### config.mk
export PLATFORM = sky130hd
export DESIGN_NAME = dma_credit_flow
export DESIGN_NICKNAME = d
export VERILOG_FILES = /design/src/rtl/dcf_pkg.sv /design/src/rtl/dcf_cfg_hold.sv /design/src/rtl/dcf_occupancy.sv /design/src/rtl/dcf_fsm.sv /design/src/rtl/dma_credit_flow.sv
export SDC_FILE = /design/constraint.sdc
export NUM_CORES = 1
export LEC_CHECK = 0
export ABC_AREA = 1
export CORE_MARGIN = 2
export CORE_UTILIZATION = 35
export CTS_BUF_LIST = sky130_fd_sc_hd__clkbuf_4 sky130_fd_sc_hd__clkbuf_8 sky130_fd_sc_hd__clkbuf_16
export DETAILED_ROUTE_END_ITERATION = 10
export HOLD_SLACK_MARGIN = 0.05
export SLEW_MARGIN = 0
export SYNTH_ARGS = -nofsm -noshare
export SYNTH_HDL_FRONTEND = slang
export SYNTH_SLANG_ARGS = --single-unit
### constraint.sdc
create_clock -name clk -period 6.1 [get_ports clk]
set_clock_uncertainty 0.1 [all_clocks]
set_input_delay 0.915 -clock clk [delete_from_list [all_inputs] [get_ports clk]]
set_output_delay 0.915 -clock clk [all_outputs]
set_load 0.02 [all_outputs]
### src/rtl/dcf_pkg.sv
package dcf_pkg;

    typedef enum logic [1:0] {
        CH_OFF   = 2'd0,
        CH_ARMED = 2'd1,
        CH_BUSY  = 2'd2,
        CH_FAULT = 2'd3
    } ch_state_e;

    typedef enum logic {
        DIR_TX = 1'b0,
        DIR_RX = 1'b1
    } ch_dir_e;

endpackage

### src/rtl/dcf_cfg_hold.sv
module dcf_cfg_hold
    import dcf_pkg::*;
#(
    parameter int CNT_W = 8
) (
    input  logic             clk,
    input  logic             rst_n,
    input  logic             load,
    input  logic [CNT_W-1:0] fifo_in,
    input  logic [CNT_W-1:0] burst_in,
    input  logic             dir_in,
    output logic [CNT_W-1:0] fifo_q,
    output logic [CNT_W-1:0] burst_q,
    output ch_dir_e          dir_q,
    output logic             cfg_ok
);

    // Validity is judged on the live inputs: it decides the OFF exit.
    always_comb begin
        cfg_ok = (burst_in != '0) && (burst_in < fifo_in);
    end

    // Shadow copies follow the inputs only while the channel is off.
    always_ff @(posedge clk or negedge rst_n) begin
        if (!rst_n) begin
            fifo_q  <= '0;
            burst_q <= '0;
            dir_q   <= DIR_TX;
        end else if (load) begin
            fifo_q  <= fifo_in;
            burst_q <= burst_in;
            dir_q   <= ch_dir_e'(dir_in);
        end
    end

endmodule

### src/rtl/dcf_occupancy.sv
module dcf_occupancy
    import dcf_pkg::*;
#(
    parameter int CNT_W = 8
) (
    input  logic             clk,
    input  logic             rst_n,
    input  logic             clear,
    input  ch_dir_e          dir,
    input  logic             issue,
    input  logic             evt,
    input  logic [CNT_W-1:0] burst,
    input  logic [CNT_W-1:0] fifo,
    output logic [CNT_W-1:0] count,
    output logic             credit_ok,
    output logic             err
);

    localparam int SUM_W = CNT_W + 1;

    logic [SUM_W-1:0] add_amt;
    logic [SUM_W-1:0] sub_amt;
    logic [SUM_W-1:0] sum;
    logic [SUM_W-1:0] diff;
    logic [CNT_W-1:0] count_nxt;
    logic             underflow;
    logic             overflow;

    // Burst gate, evaluated on the registered count.
    always_comb begin
        if (dir == DIR_TX) begin
            credit_ok = ({1'b0, count} + {1'b0, burst}) <= {1'b0, fifo};
        end else begin
            credit_ok = count >= burst;
        end
    end

    // Direction decides which side adds and which side subtracts.
    always_comb begin
        if (dir == DIR_TX) begin
            add_amt = issue ? {1'b0, burst} : '0;
            sub_amt = evt   ? SUM_W'(1)     : '0;
        end else begin
            add_amt = evt   ? SUM_W'(1)     : '0;
            sub_amt = issue ? {1'b0, burst} : '0;
        end
    end

    always_comb begin
        sum       = {1'b0, count} + add_amt;
        diff      = sum - sub_amt;
        underflow = sum < sub_amt;
        overflow  = !underflow && (diff > {1'b0, fifo});
        if (underflow) begin
            count_nxt = '0;
        end else if (overflow) begin
            count_nxt = fifo;
        end else begin
            count_nxt = diff[CNT_W-1:0];
        end
    end

    always_ff @(posedge clk or negedge rst_n) begin
        if (!rst_n) begin
            count <= '0;
            err   <= 1'b0;
        end else if (clear) begin
            count <= '0;
            err   <= 1'b0;
        end else begin
            count <= count_nxt;
            if (underflow || overflow) begin
                err <= 1'b1;
            end
        end
    end

endmodule

### src/rtl/dcf_fsm.sv
module dcf_fsm
    import dcf_pkg::*;
(
    input  logic      clk,
    input  logic      rst_n,
    input  logic      chan_en,
    input  logic      cfg_ok,
    input  logic      credit_ok,
    input  logic      burst_done,
    output ch_state_e state,
    output logic      issue,
    output logic      load_cfg,
    output logic      count_clear,
    output logic      burst_req,
    output logic      cfg_err
);

    ch_state_e state_nxt;

    // State register.
    always_ff @(posedge clk or negedge rst_n) begin
        if (!rst_n) begin
            state <= CH_OFF;
        end else begin
            state <= state_nxt;
        end
    end

    // Transitions.
    always_comb begin
        state_nxt = state;
        unique case (state)
            CH_OFF: begin
                if (chan_en) begin
                    state_nxt = cfg_ok ? CH_ARMED : CH_FAULT;
                end
            end
            CH_ARMED: begin
                if (!chan_en) begin
                    state_nxt = CH_OFF;
                end else if (credit_ok) begin
                    state_nxt = CH_BUSY;
                end
            end
            CH_BUSY: begin
                if (!chan_en) begin
                    state_nxt = CH_OFF;
                end else if (burst_done) begin
                    state_nxt = CH_ARMED;
                end
            end
            CH_FAULT: begin
                if (!chan_en) begin
                    state_nxt = CH_OFF;
                end
            end
            default: state_nxt = CH_OFF;
        endcase
    end

    // Outputs.
    always_comb begin
        issue       = 1'b0;
        load_cfg    = 1'b0;
        count_clear = !chan_en;
        burst_req   = 1'b0;
        cfg_err     = 1'b0;
        unique case (state)
            CH_OFF: begin
                load_cfg    = 1'b1;
                count_clear = 1'b1;
            end
            CH_ARMED: begin
                issue = chan_en && credit_ok;
            end
            CH_BUSY: begin
                burst_req = 1'b1;
            end
            CH_FAULT: begin
                cfg_err     = 1'b1;
                count_clear = 1'b1;
            end
            default: count_clear = 1'b1;
        endcase
    end

endmodule

### src/rtl/dma_credit_flow.sv
module dma_credit_flow
    import dcf_pkg::*;
#(
    parameter int CNT_W = 8
) (
    input  logic             clk,
    input  logic             rst_n,
    input  logic             chan_en,
    input  logic             dir_rx,
    input  logic [CNT_W-1:0] cfg_fifo_words,
    input  logic [CNT_W-1:0] cfg_burst_words,
    input  logic             per_evt,
    input  logic             burst_done,
    output logic             burst_req,
    output logic [CNT_W-1:0] fill_level,
    output logic             cfg_err,
    output logic             cnt_err
);

    logic [CNT_W-1:0] fifo_q;
    logic [CNT_W-1:0] burst_q;
    ch_dir_e          dir_q;
    logic             cfg_ok;
    logic             credit_ok;
    logic             issue;
    logic             load_cfg;
    logic             count_clear;
    ch_state_e        state;

    dcf_cfg_hold #(.CNT_W(CNT_W)) u_cfg (
        .clk      (clk),
        .rst_n    (rst_n),
        .load     (load_cfg),
        .fifo_in  (cfg_fifo_words),
        .burst_in (cfg_burst_words),
        .dir_in   (dir_rx),
        .fifo_q   (fifo_q),
        .burst_q  (burst_q),
        .dir_q    (dir_q),
        .cfg_ok   (cfg_ok)
    );

    dcf_fsm u_fsm (
        .clk         (clk),
        .rst_n       (rst_n),
        .chan_en     (chan_en),
        .cfg_ok      (cfg_ok),
        .credit_ok   (credit_ok),
        .burst_done  (burst_done),
        .state       (state),
        .issue       (issue),
        .load_cfg    (load_cfg),
        .count_clear (count_clear),
        .burst_req   (burst_req),
        .cfg_err     (cfg_err)
    );

    dcf_occupancy #(.CNT_W(CNT_W)) u_occ (
        .clk       (clk),
        .rst_n     (rst_n),
        .clear     (count_clear),
        .dir       (dir_q),
        .issue     (issue),
        .evt       (per_evt),
        .burst     (burst_q),
        .fifo      (fifo_q),
        .count     (fill_level),
        .credit_ok (credit_ok),
        .err       (cnt_err)
    );

endmodule

==> Word-level counts from Yosys, hierarchy flattened <==
Index checks and enable logic that the tools add are counted.
{ "op_classes": {"n_addsub": 3, "mul": 0, "div_mod_pow": 0, "order_cmp": 5, "eq_ne": 7, "shift": 0, "mux": 23, "n_bitwise": 0, "reduce_logical": 11} }
{ "ops": {"columns": ["cell", "n"], "rows": [
  ["$mux W8", 4],
  ["$mux W9", 2],
  ["$mux W2", 7],
  ["$add A8 B8 Y9", 1],
  ["$add A8 B9 Y9", 1],
  ["$gt A9 B8 Y1", 1],
  ["$le A9 B8 Y1", 1],
  ["$lt A9 B9 Y1", 1],
  ["$mux W1", 9],
  ["$sub A9 B9 Y9", 1],
  ["$ge A8 B8 Y1", 1],
  ["$lt A8 B8 Y1", 1],
  ["$pmux W2 S4", 1],
  ["$reduce_bool A8 Y1", 1],
  ["$eq A2 B2 Y1 const B", 2],
  ["$ne A2 B2 Y1 const B", 2],
  ["$reduce_and A4 Y1", 1],
  ["$logic_and A1 B1 Y1", 3],
  ["$ne A3 B2 Y1 const B", 1],
  ["$ne A3 B3 Y1 const B", 1],
  ["$eq A2 B1 Y1 const B", 1],
  ["$logic_not A1 Y1", 2],
  ["$logic_not A2 Y1", 1],
  ["$reduce_bool A2 Y1", 1],
  ["2 further kinds", 2]
]} }
{ "word_totals": {"reg_bits": 28, "latchBits": 0, "ramBits": 0, "rom_bits": 0, "input_bits": 22, "output_inout_bits": 11, "word_cells": 55, "mem_count": 0} }

==> Longest topological paths before layout <==
{ "depth": {"depth_word": 14, "ltp_mapped": 48, "ltp_nobuf": 48} }

==> Modules after synthesis <==
From an unflattened synthesis, not the netlist that was laid out.
{ "unflattened": {"hier_cells": 427, "hier_area_um2": 3201.8} }
{ "modules_own_cells": {"columns": ["mod", "instances", "cells_each", "area_each_um2", "seq_area_each_um2"], "rows": [
  ["dcf_occupancy", 1, 306, 2110.8, 225.2],
  ["dcf_cfg_hold", 1, 84, 863.3, 425.4],
  ["dcf_fsm", 1, 37, 227.7, 50.0]
]} }

==> Least setup slack after synthesis <==
Ideal clock, no wire load.
{ "synth_timing": {"kind": "register -> register", "from": "reg u_occ.count[0]", "to": "reg u_occ.count[5]", "setup_ns": 0.117, "arrival_time_ns": 5.510, "required_time_ns": 5.883, "setup_slack_ns": 0.373, "path_stages_with_launch": 47, "path_buffers": 0, "synth_period_minus_slack_ns": 5.727, "path_cell_list": "dfrtp_1 ha_1 inv_1 fa_1 o31ai_1 xor2_1 ha_1 nand2_1 nor2_1 nand2_1 nand3_1 nand2_1 nand2_1 nand2_1 nand2_1 nand2_1 nand2_1 nand2_2 [... 11 more ...] ha_1 inv_1 o21bai_1 a21oi_1 xnor2_1 ha_1 nand2_1 inv_1 o21ai_1 nand2_1 nand2_1 nand2_1 nand2_1 nand2_4 nand2_4 inv_4 nor2_2 nor2_1"} }
{ "synth_via": {"elab_chain_cells": 14, "elab_cells_between_ends": 18, "cone_classes": "3 x add/sub; 4 x order compare; 8 x mux; 3 x reduce/logical"} }
{ "synth_rtl": {"columns": ["item", "line", "text"], "rows": [
  ["from (decl)", "dcf_occupancy.sv:14", "output logic [CNT_W-1:0] count,"],
  ["from (signal assigned)", "dcf_occupancy.sv:71", "count <= count_nxt;"],
  ["$add A8 B8 Y9", "dcf_occupancy.sv:32", "credit_ok = ({1'b0, count} + {1'b0, burst}) <= {1'b0, fifo};"],
  ["$le A9 B8 Y1", "dcf_occupancy.sv:32", null],
  ["$mux W1", "dcf_occupancy.sv:31", "if (dir == DIR_TX) begin"],
  ["$logic_and A1 B1 Y1", "dcf_fsm.sv:74", "issue = chan_en && credit_ok;"],
  ["$mux W1", "dcf_fsm.sv:68", "unique case (state)"],
  ["$mux W8", "dcf_occupancy.sv:41, dcf_occupancy.sv:45", null],
  ["$mux W9", "dcf_occupancy.sv:40", "if (dir == DIR_TX) begin"],
  ["$add A8 B9 Y9", "dcf_occupancy.sv:50", "sum = {1'b0, count} + add_amt;"],
  ["$sub A9 B9 Y9 / $lt A9 B9 Y1 (equally long branches)", "dcf_occupancy.sv:51, dcf_occupancy.sv:52", null],
  ["$gt A9 B8 Y1 / $logic_not A1 Y1 (equally long branches)", "dcf_occupancy.sv:53", "overflow = !underflow && (diff > {1'b0, fifo});"],
  ["$logic_and A1 B1 Y1", "dcf_occupancy.sv:53", null],
  ["$mux W8", "dcf_occupancy.sv:56", "end else if (overflow) begin"],
  ["$mux W8 (*)", "dcf_occupancy.sv:54", "if (underflow) begin"],
  ["$mux W8 (*)", "dcf_occupancy.sv:67", "end else if (clear) begin"]
]} }
Every way passes the cells marked *; elsewhere a longest branch is shown, timed or not.
A chain may end at the register's enable or synchronous reset.

==> Worst setup path in the final report <==
Ends and elaborated chain as after synthesis.

==> results.md <==
* Total wire length at 8.51 mm
* Crit-path max cell delay at 410 ps
* Status: finished clean
* Port bufs at 32
* Num ports at 33
* Post-synth EDFFs at 0
* Die W at 99.1 um
* CP max-delay cell: fa_1
* Dpl hpwl at 6.87 mm
* Hold/Removal Path Class: reg2reg
* Most frequent CP cell: nand2_1
* Post-synth top area cell: ha_1
* Core area at 8760 um2
* 1st-iter DRT viols at 106
* Die Height at 99.1 um
* Post-synth ARST share at 1.00
* Max-slew headroom at 0.385
* Largest cells by area after synthesis: ha_1, dfrtp_1, nand2_1
* Critical path fanouts, max at 7
* Nets at 561
* CTS clock-pin slew for the worst setup and hold paths at 110 ps
* Root buffer cell: clkbuf_8
* Clk buf depth at 2
* Max cap viols at 0
* # clock sinks at 28
* Antenna violations before repair at 0
* Final setup fails at 0
* Starting Density at 0.361
* Largest net degree at the start of global routing at 33
* Share of cells above drive strength 1 at 0.213
* Shortest period the worst path allows at 5790 ps
* Tot GR Track Use at 0.173
* Synthesized area per cell at 7.50 um2
* Measured slew at the worst slew-check pin at 922 ps
* Final worst path period share at 0.949
* RSZ-0062 raised after global routing: true
* Synthesis-stage register bit count at 28
* Syn_nets at 507
* Grt ovf at 0
* Syn Inst Count at 422
* Std-Cell Rows at 34
* Average wire per standard cell at 14.6 um
* Max-slew violations at 0
* Util after Layout at 0.459
* Global-route wire length before repair at 13.4 mm
* Top_reg_cell synth: dfrtp_1
* CTS HTree Levels at 1
* Fillers at 868
* Vias post-DR at 2,873
* Mapped cell area at 3170 um2
* Fin. Hold Viols at 0
* Seq/Total Area, Yosys at 0.221
* 1st-pass router iterations at 4
* Avg Vias per Cell at 4.93
* Routability cong. at 0.896
* Synthesis-to-layout area growth at 26.9%
* Clock Latency Late Sink at 290 ps
* Critical path endpoint category: flop
* CTS Buf Count at 3
* Yosys cell types at 37
* ANT nets after route at 0
* Seq. cell area at 703 um2
* Worst path required time at 6190 ps
* # diodes at 0
* Critical path launch point type: flop
* Vias in the first global route at 2,690
* Area of the multi-input gates at 2310 um2
* DRC at 0
* Fmax achieved at 173 MHz
* Top-area cell type share of the netlist area at 0.237
* Arr. time, crit path at 5880 ps
* CTS tree: done
* Total die area at 9820 um2
* Ys Warns at 0
* Crit Path Category: reg2reg
==> per-layer routing <==
metal  track usage  up-vias  routed length [um]
li1              -     1483                   -
met1         0.231     1329                4020
met2         0.307       53                4120
met3        0.0197        8                 269
met4        0.0274        0                  97
met5             0        -                   0
==> synthesized netlist by cell type (4+ instances only) <==
| cell | number |
|---|---|
| nand2_1 | 82 |
| inv_1 | 69 |
| ha_1 | 60 |
| a21oi_1 | 28 |
| dfrtp_1 | 28 |
| o21ai_0 | 21 |
| nand3_1 | 20 |
| nor2_1 | 19 |
| xor2_1 | 13 |
| nand4_1 | 11 |
| o21ai_1 | 10 |
| nor2_2 | 9 |
| clkbuf_1 | 5 |
| nand3_2 | 5 |
| xnor2_1 | 5 |
| inv_2 | 4 |
==> state kept, by name, indices dropped and copies added, names as in the netlist <==
| register | cells |
|---|---|
| u_cfg.burst_q | 8 |
| u_cfg.fifo_q | 8 |
| u_occ.count | 8 |
| u_fsm.state | 2 |
| u_cfg.dir_q | 1 |
| u_occ.err | 1 |
==> critical path, delay by kind of cell (launching register included) <==
kind            cells  cell delay (ps)
buf+inv             5              440
compound gates      6              900
flops               1              390
xor+xnor            3              500
simple gates       16             1210
fa+ha+maj           7             2160
==> per-stage QoR <==
| step | hold slack [ps] | worst slack (ps) | instance area [um2] | setup TNS (ps) | cells |
|---|---|---|---|---|---|
| final | 395 | 308 | 4020 | 0 | 583 |
| after global routing | 458 | -216 | 4020 | -1470 | 583 |
| after CTS | 410 | 38.1 | 3750 | 0 | 572 |
| after detailed placement | 381 | -66.9 | 3670 | -228 | 567 |
| after global placement | 392 | -53.5 | 3670 | -104 | 567 |
| after floorplan | 388 | 373 | 3170 | 0 | 422 |
==> final cells by class <==
class / instances / share of cell area
repair buffers: 56 / 0.125
clock inverters: 1 / 0.00747
flip-flops and latches: 28 / 0.175
clock buffers: 3 / 0.0103
multi-input cells: 312 / 0.575
inverters: 75 / 0.0744
well taps: 108 / 0.0336
==> worst paths after layout <==
check | cells after the start | end | slack, ps | from
max | 37 | u_occ.count[5] | 310 | u_occ.count[0]
min | 2 | u_occ.err | 400 | u_occ.err
max reg2reg | 37 | u_occ.count[5] | 310 | u_occ.count[0]
min reg2reg | 2 | u_occ.err | 400 | u_occ.err
max in group asynchronous | 2 | u_occ.count[1] | 4710 | rst_n
min in group asynchronous | 2 | u_cfg.fifo_q[5] | 890 | rst_n
==> repair_timing <==
| item | in CTS | in global routing |
|---|---|---|
| endpoints found under the setup margin | 8 | 9 |
| pin swaps | 0 | 29 |
| cloned | 0 | 0 |
| resized for setup | 1 | 51 |
| hold buffers | 0 | 0 |
| buffers inserted | 1 | 11 |
==> cell usage in the layout (no fill, tap or decap), types with 3 or more instances in the layout <==
cell type,count
xor2_2,4
clkbuf_8,3
nor2_1,15
o21ai_2,4
nand4_1,11
o21ai_0,19
o21ai_1,9
ha_1,54
nor2_2,12
clkdlybuf4s50_1,32
nor3_1,3
inv_2,6
buf_4,24
a21oi_1,20
xor2_1,10
nand2_2,7
nand3_2,8
xnor2_1,4
ha_2,4
a21oi_2,10
nand2_1,77
inv_1,65
nand3_1,17
dfrtp_1,26
==> kinds of logic after synthesis <==
group / share of synthesized area
flip-flops: 0.221
buffers and inverters: 0.105
XOR/XNOR: 0.0549
AND/OR/NAND/NOR: 0.236
AO/OA/AOI/OAI: 0.126
adder cells (fa/ha/maj): 0.256
Power is left out: the tool's default activity adds up to more than one toggle a clock period on the data nets, which glitch-free logic cannot reach.
